**src/rtl/irq_trk_pkg.sv**
```systemverilog
package irq_trk_pkg;
    localparam int NUM_VEC   = 256;
    localparam int WORD_W    = 32;
    localparam int ADDR_W    = 12;
    localparam int VEC_W     = $clog2(NUM_VEC);
    localparam int NUM_WORDS = NUM_VEC / WORD_W;
    localparam int CLASS_W   = 4;

    // Register offsets (byte addresses, 16-byte aligned)
    localparam logic [ADDR_W-1:0] OFS_EOI = 12'h0B0;
    localparam logic [ADDR_W-1:0] OFS_ISR = 12'h100;
    localparam logic [ADDR_W-1:0] OFS_TMR = 12'h180;
    localparam logic [ADDR_W-1:0] OFS_IRR = 12'h200;

    typedef struct packed {
        logic [NUM_VEC-1:0] pend;   // pending requests
        logic [NUM_VEC-1:0] svc;    // in service
        logic [NUM_VEC-1:0] trig;   // 1 = level, 0 = edge
    } trk_state_t;
endpackage

```
**src/rtl/irq_trk_top_bit.sv**
```systemverilog
// Finds the highest-numbered set bit of a vector.
module irq_trk_top_bit #(
    parameter int N = 256,
    localparam int IW = $clog2(N)
) (
    input  logic [N-1:0]  bits,
    output logic          any,
    output logic [IW-1:0] idx
);
    always_comb begin
        any = 1'b0;
        idx = '0;
        for (int i = 0; i < N; i++) begin
            if (bits[i]) begin
                any = 1'b1;
                idx = IW'(i);
            end
        end
    end
endmodule

```
**src/rtl/irq_trk_regmux.sv**
```systemverilog
// Read decode for the three bitmaps; low 4 address bits ignored.
module irq_trk_regmux
    import irq_trk_pkg::*;
#(
    parameter int NV = NUM_VEC,
    parameter int WW = WORD_W,
    parameter int AW = ADDR_W,
    localparam int NW = NV / WW,
    localparam int WI = $clog2(NW)
) (
    input  logic [AW-1:0] addr,
    input  logic [NV-1:0] svc,
    input  logic [NV-1:0] trig,
    input  logic [NV-1:0] pend,
    output logic [WW-1:0] rdata
);
    localparam int LO = 4;  // 16-byte register spacing

    logic [WI-1:0] widx;
    logic [AW-1:0] gbase;
    logic [WW-1:0] svc_w   [NW];
    logic [WW-1:0] trig_w  [NW];
    logic [WW-1:0] pend_w  [NW];

    for (genvar k = 0; k < NW; k++) begin : g_words
        assign svc_w[k]  = svc [k*WW +: WW];
        assign trig_w[k] = trig[k*WW +: WW];
        assign pend_w[k] = pend[k*WW +: WW];
    end

    assign widx  = addr[LO +: WI];
    assign gbase = {addr[AW-1:LO+WI], {(LO+WI){1'b0}}};

    always_comb begin
        rdata = '0;
        if (gbase == OFS_ISR)      rdata = svc_w[widx];
        else if (gbase == OFS_TMR) rdata = trig_w[widx];
        else if (gbase == OFS_IRR) rdata = pend_w[widx];
    end
endmodule

```
**src/rtl/irq_vector_tracker.sv**
```systemverilog
module irq_vector_tracker
    import irq_trk_pkg::*;
(
    input  logic              clk,
    input  logic              rst_n,
    input  logic              req_valid,
    input  logic [VEC_W-1:0]  req_vector,
    input  logic              req_level,
    output logic              int_valid,
    output logic [VEC_W-1:0]  int_vector,
    input  logic              int_ack,
    input  logic [ADDR_W-1:0] bus_addr,
    input  logic              bus_we,
    input  logic [WORD_W-1:0] bus_wdata,
    output logic [WORD_W-1:0] bus_rdata
);
    trk_state_t st_q, st_d;

    logic             pend_any, svc_any;
    logic [VEC_W-1:0] pend_top, svc_top;
    logic             ack_fire, eoi_fire;
    logic [NUM_VEC-1:0] pend_kept;

    irq_trk_top_bit #(.N(NUM_VEC)) u_pend_top (
        .bits (st_q.pend), .any (pend_any), .idx (pend_top));

    irq_trk_top_bit #(.N(NUM_VEC)) u_svc_top (
        .bits (st_q.svc), .any (svc_any), .idx (svc_top));

    irq_trk_regmux u_rd (
        .addr (bus_addr), .svc (st_q.svc), .trig (st_q.trig),
        .pend (st_q.pend), .rdata (bus_rdata));

    // Offer: class gate against the highest in-service vector
    always_comb begin
        int_vector = pend_top;
        int_valid  = pend_any &&
                     (!svc_any ||
                      (pend_top[VEC_W-1 -: CLASS_W] > svc_top[VEC_W-1 -: CLASS_W]));
    end

    assign ack_fire = int_ack && int_valid;
    assign eoi_fire = bus_we && (bus_addr[ADDR_W-1:4] == OFS_EOI[ADDR_W-1:4]);

    // bus_wdata only matters as a write strobe carrier: any value retires
    logic unused_wdata;
    assign unused_wdata = ^bus_wdata;

    always_comb begin
        st_d = st_q;
        if (ack_fire) st_d.pend[int_vector] = 1'b0;
        pend_kept = st_d.pend;
        if (eoi_fire && svc_any) st_d.svc[svc_top] = 1'b0;
        if (ack_fire) st_d.svc[int_vector] = 1'b1;
        if (req_valid) begin
            if (!pend_kept[req_vector]) st_d.trig[req_vector] = req_level;
            st_d.pend[req_vector] = 1'b1;
        end
    end

    always_ff @(posedge clk or negedge rst_n) begin
        if (!rst_n) st_q <= '0;
        else        st_q <= st_d;
    end

    // ---------------- assertions ----------------
    a_r1_idle_after_reset: assert property (@(posedge clk)
        disable iff (!rst_n) (st_q.pend == '0) |-> !int_valid);

    a_r2_request_recorded: assert property (@(posedge clk)
        disable iff (!rst_n) req_valid |=> st_q.pend[$past(req_vector)]);

    a_r4_offer_is_pending: assert property (@(posedge clk)
        disable iff (!rst_n) int_valid |-> st_q.pend[int_vector]);

    a_r5_class_above_service: assert property (@(posedge clk)
        disable iff (!rst_n) (int_valid && svc_any) |->
            (int_vector[VEC_W-1 -: CLASS_W] > svc_top[VEC_W-1 -: CLASS_W]));

    a_r6_ack_enters_service: assert property (@(posedge clk)
        disable iff (!rst_n) ack_fire |=> st_q.svc[$past(int_vector)]);

    a_r7_eoi_retires_top: assert property (@(posedge clk)
        disable iff (!rst_n) (eoi_fire && svc_any) |=> !st_q.svc[$past(svc_top)]);

    a_r8_bitmap_write_ignored: assert property (@(posedge clk)
        disable iff (!rst_n) (bus_we && !eoi_fire && !req_valid && !ack_fire)
            |=> $stable(st_q));
endmodule

```
**config.mk**
```make
export PLATFORM = sky130hd
export DESIGN_NAME = irq_vector_tracker
export DESIGN_NICKNAME = d
export VERILOG_FILES = /design/src/rtl/irq_trk_pkg.sv /design/src/rtl/irq_trk_top_bit.sv /design/src/rtl/irq_trk_regmux.sv /design/src/rtl/irq_vector_tracker.sv
export SDC_FILE = /design/constraint.sdc
export NUM_CORES = 2
export LEC_CHECK = 0
export BUFFER_PORTS_ARGS = -buffer_cell sky130_fd_sc_hd__buf_4
export CAP_MARGIN = 10
export CORE_UTILIZATION = 45
export CTS_BUF_LIST = sky130_fd_sc_hd__clkbuf_8
export CTS_CLUSTER_SIZE = 8
export DETAILED_ROUTE_END_ITERATION = 16
export PLACE_DENSITY = 0.65
export SYNTH_ARGS = -nofsm -noshare
export SYNTH_HDL_FRONTEND = slang
export SYNTH_HIERARCHICAL = 1
export SYNTH_SLANG_ARGS = --single-unit
export TNS_END_PERCENT = 5
```
**constraint.sdc**
```tcl
create_clock -name clk -period 9 [get_ports clk]
set_clock_uncertainty 0.1 [all_clocks]
set_input_delay 1.8 -clock clk [delete_from_list [all_inputs] [get_ports clk]]
set_output_delay 1.8 -clock clk [all_outputs]
set_load 0.02 [all_outputs]
```
==> summary.md <==
| Metric | Value |
|---|---|
| Status | complete, no violations |
| Internal power | 6.90 mW |
| Die Y | 324 um |
| Hold endpoint | st_q[78]$_DFFE_PN0P_ |
| Syn Area/Cell | 9.26 sq um |
| First-pass DRT Iterations | 7 |
| Grt ovf | 0 |
| Reg2Reg Setup Slack | 900 ps |
| Sequential power share | 32.8% |
| Starting Density | 45.7% |
| First-pass GRT wire length | 370000 um |
| CP Launch Type | register |
| Top cell type's share of synthesized area | 41.1% |
| Syn. warnings | 6 |
| Reg-to-reg endpoint | st_q[247]$_DFFE_PN0P_ |
| RePlAce Congestion | 1.11 |
| Biggest register | st_q |
| Clk pin slew, worst setup/hold paths | 60 ps |
| Slew margin rel. | 11.5% |
| Num CTS Buffers | 141 |
| Residual DRC | 0 |
| Fin. Hold Viols | 0 |
| Pwr dens | 253 nW/um^2 |
| RSZ-0062 raised after global routing | no |
| CORE AREA | 102000 sq um |
| Top cells by area, synth | dfrtp_1 41%, o21ai_0 10%, mux4_2 5.6% |
| Area of the multi-input gates | 25500 sq um |
| Ys async rst share | 100% |
| Slowest library cell on the worst path | a22oi_1 |
| # IOs | 99 |
| XOR/XNOR Fraction of Synth Area | 0% |
| Mux cell area share after synthesis | 16.9% |
| Drt wl/cell | 41.1 um |
| Switch share | 47.4% |
| Drt total wl | 270000 um |
| Combinational share of power | 39.7% |
| Max stage delay on crit path | 780 ps |
| Pin count of the biggest net entering global routing | 159 |
| WHS | 390 ps |
| Post-detail-place hpwl | 192000 um |
| CP bufs+invs | 1 |
| TritonCTS clock tree | done |
| Final min period | 8100 ps |
| Fin crit share | 90.0% |
| Max Slew Vio Count | 0 |
| RR Startpoint | st_q[708]$_DFF_PN0_ |
| Share of cells above drive strength 1 | 14.7% |
| Sw Pwr | 6.23 mW |
| Clock share of power | 27.5% |
| Post-synthesis cell area | 46800 sq um |
| Vias in the first global route | 46131 |
| Post-synthesis register bit count | 768 |
| Clock sinks | 768 |
| Simple-gate share of the synthesized area | 15.3% |
| Final setup fails | 0 |
| Hold path cells | 1 |
| Sequential share of the synthesized area | 41.1% |
| Post-CTS setup buffer count | 0 |
| Compound-Gate Fraction of Synth Area | 21.9% |
| Port bufs | 62 |
| Initial antenna violation count | 28 |
| Root buffer cell | clkbuf_8 |
| Vias/cell | 7.50 |
| Worst setup EP type | register |
| Post-synth cell types | 89 |
| Critical path class | reg2reg |
| Layout area overhead | 10.7% |
| FILL cells | 9793 |
| Worst Hold Class | reg2reg |
| Setup TNS | 0 ps |
| Largest register FFs | 768 |
| Clock buffer depth | 3 |
| F_max | 0.124 GHz |
| CTS Hold Bufs | 0 |
| WP depth | 17 |
| Syn nets | 5117 |
| Die area | 105000 sq um |
| Nets | 5137 |
| Total GRT Usage | 50.0% |
| Post-synth EDFFs | 0 |
| CP Cell Sequence | nor4_1 -> o211ai_1 -> a2111oi_0 -> o311ai_1 -> a211o_1 -> a22oi_1 -> buf_4 -> nand2b_1 -> nor2_1 -> nand3_1 -> a311oi_1 -> nand4_1 -> nor3_2 -> a31o_2 -> nand2_1 -> nor3_1 -> mux2_2 |
| DP Area | 48800 sq um |
| Worst-path fanout max | 13 |
| Largest family of logic cells by synthesized area | compound AO/OA/AOI/OAI gates |
| Slew @ Worst Pin | 1290 ps |
| Resized cells post-CTS | 0 |
| Biggest regs | st_q: 768 flops |
| Synth Area in Adders | 0.107% |
| Maxcap violations | 0 |
| DR vias | 49185 |
| Critical Path RT | 9630 ps |
| FF+latch area | 19200 sq um |
| Worst-case reg-to-reg path depth | 17 |
| Initial DRC Count | 8341 |
| CP arrival | 8730 ps |
| Hold Crit Start | st_q[78]$_DFFE_PN0P_ |
| Core Rows | 117 |
| Antenna Violating Nets Remaining | 0 |
| Design area | 51800 sq um |
| Main synth FF type | dfrtp_1 |
| Worst skew pair latency | 870 ps |
| Mapped Cells | 5055 |
| VDD IR max | 0.308 mV |
| Largest area contributor in the netlist | dfrtp_1 |
| Leak pwr | 22.0 nW |
| Die X | 324 um |
| Delay-heaviest family, CP | simple AND/OR/NAND/NOR gates |
| H-tree Lvls | 4 |
## synth_stat cells, types with 9 or more instances
cell type,instances
a2111oi_0,21
a211o_1,18
a211oi_1,26
a21oi_1,106
a221oi_1,10
a22o_1,13
a22oi_1,66
a311oi_1,9
a31oi_1,26
a41oi_1,9
and2_1,14
and3_1,10
buf_1,13
buf_2,40
buf_4,21
buf_6,24
clkbuf_1,260
dfrtp_1,768
inv_1,117
mux2_1,126
mux2_2,136
mux2i_1,233
mux4_2,117
nand2_1,353
nand2b_1,35
nand3_1,234
nand4_1,67
nor2_1,376
nor2b_1,41
nor3_1,117
nor3b_1,9
nor4_1,161
o2111ai_1,12
o211ai_1,152
o21a_1,11
o21ai_0,980
o21ai_1,31
o21bai_1,10
o22ai_1,27
o311a_1,12
o311ai_0,15
o31ai_1,47
o41ai_1,24
or4_1,19
## layout by cell type (no fill, tap or decap), types with 117 or more instances in the layout
cell type,n
o211ai_1,152
nand3_1,234
mux2i_1,233
clkbuf_8,173
nor4_1,161
inv_1,157
mux2_1,126
nor2_1,367
buf_4,223
nand2_1,345
mux4_2,117
o21ai_0,980
dfrtp_1,768
mux2_2,136
## area by class of cell
class                           count  share of cell area (%)
Multi-Input combinational cell   3805                    49.2
Sequential cell                   768                    37.1
Clock buffer                      173                    4.60
Timing Repair Buffer              240                    3.84
Tap cell                         1368                    3.30
Clock inverter                     74                    1.06
Inverter                          119                   0.862
Antenna cell                       13                  0.0628
## cells by family after synthesis
kind of cell,after synthesis
AOI/OAI and AO/OA,1703
buffers and inverters,482
muxes,612
and+or+nand+nor,1486
DFF,768
adders and majority gates,4
## worst max-delay path by stage
| stage | slack (ps) | end | from |
|---|---|---|---|
| 2_1_floorplan | 3360 | int_valid | st_q[676]$_DFF_PN0_ |
| 5_1_grt | 630 | st_q[25]$_DFFE_PN0P_ | st_q[464]$_DFF_PN0_ |
| 4_1_cts | 1270 | int_valid | st_q[464]$_DFF_PN0_ |
| 3_5_place_dp | 1410 | st_q[19]$_DFFE_PN0P_ | st_q[464]$_DFF_PN0_ |
| 6_report | 900 | st_q[247]$_DFFE_PN0P_ | st_q[708]$_DFF_PN0_ |
| 3_3_place_gp | 1550 | st_q[28]$_DFFE_PN0P_ | st_q[464]$_DFF_PN0_ |
## worst reg2reg max path: stages, from the launching register on
cell and delay [ps]:
dfrtp_1 570, nor4_1 630, o211ai_1 260, a2111oi_0 760, o311ai_1 150, a211o_1 370
a22oi_1 780, buf_4 380, nand2b_1 140, nor2_1 740, nand3_1 350, a311oi_1 510
nand4_1 170, nor3_2 600, a31o_2 280, nand2_1 460, nor3_1 350, mux2_2 380
## metrics by stage
| stage | total power, mW | instances | utilization [%] | setup slack [ps] |
|---|---|---|---|---|
| detailed placement | 9.12 | 6299 | 47.7 | 1410 |
| CTS | 12.7 | 6546 | 50.5 | 1270 |
| finish | 13.1 | 6560 | 50.6 | 904 |
| global route | 13.3 | 6552 | 50.5 | 627 |
| global placement | 9.11 | 6299 | 47.7 | 1550 |
| floorplan | 6.50 | 5055 | - | 3360 |
## power groups by stage
stage | clock (mW) | sequential, mW | combinational, mW
after floorplan | 0 | 4.02 | 2.48
after CTS | 3.61 | 4.25 | 4.82
after global routing | 3.77 | 4.30 | 5.20
after detailed placement | 0 | 4.31 | 4.81
after global placement | 0 | 4.31 | 4.80
final | 3.61 | 4.31 | 5.21
## layer usage
layer	part of all wire (%)	track usage (%)	vias to the layer above
met1	36	62.2	24581
met4	9.4	38.0	24
met3	14	20.0	1202
met5	0.13	1.09	-
met2	40	69.0	4150
li1	-	-	19228
No activity file was read; power rests on OpenSTA's default activity.
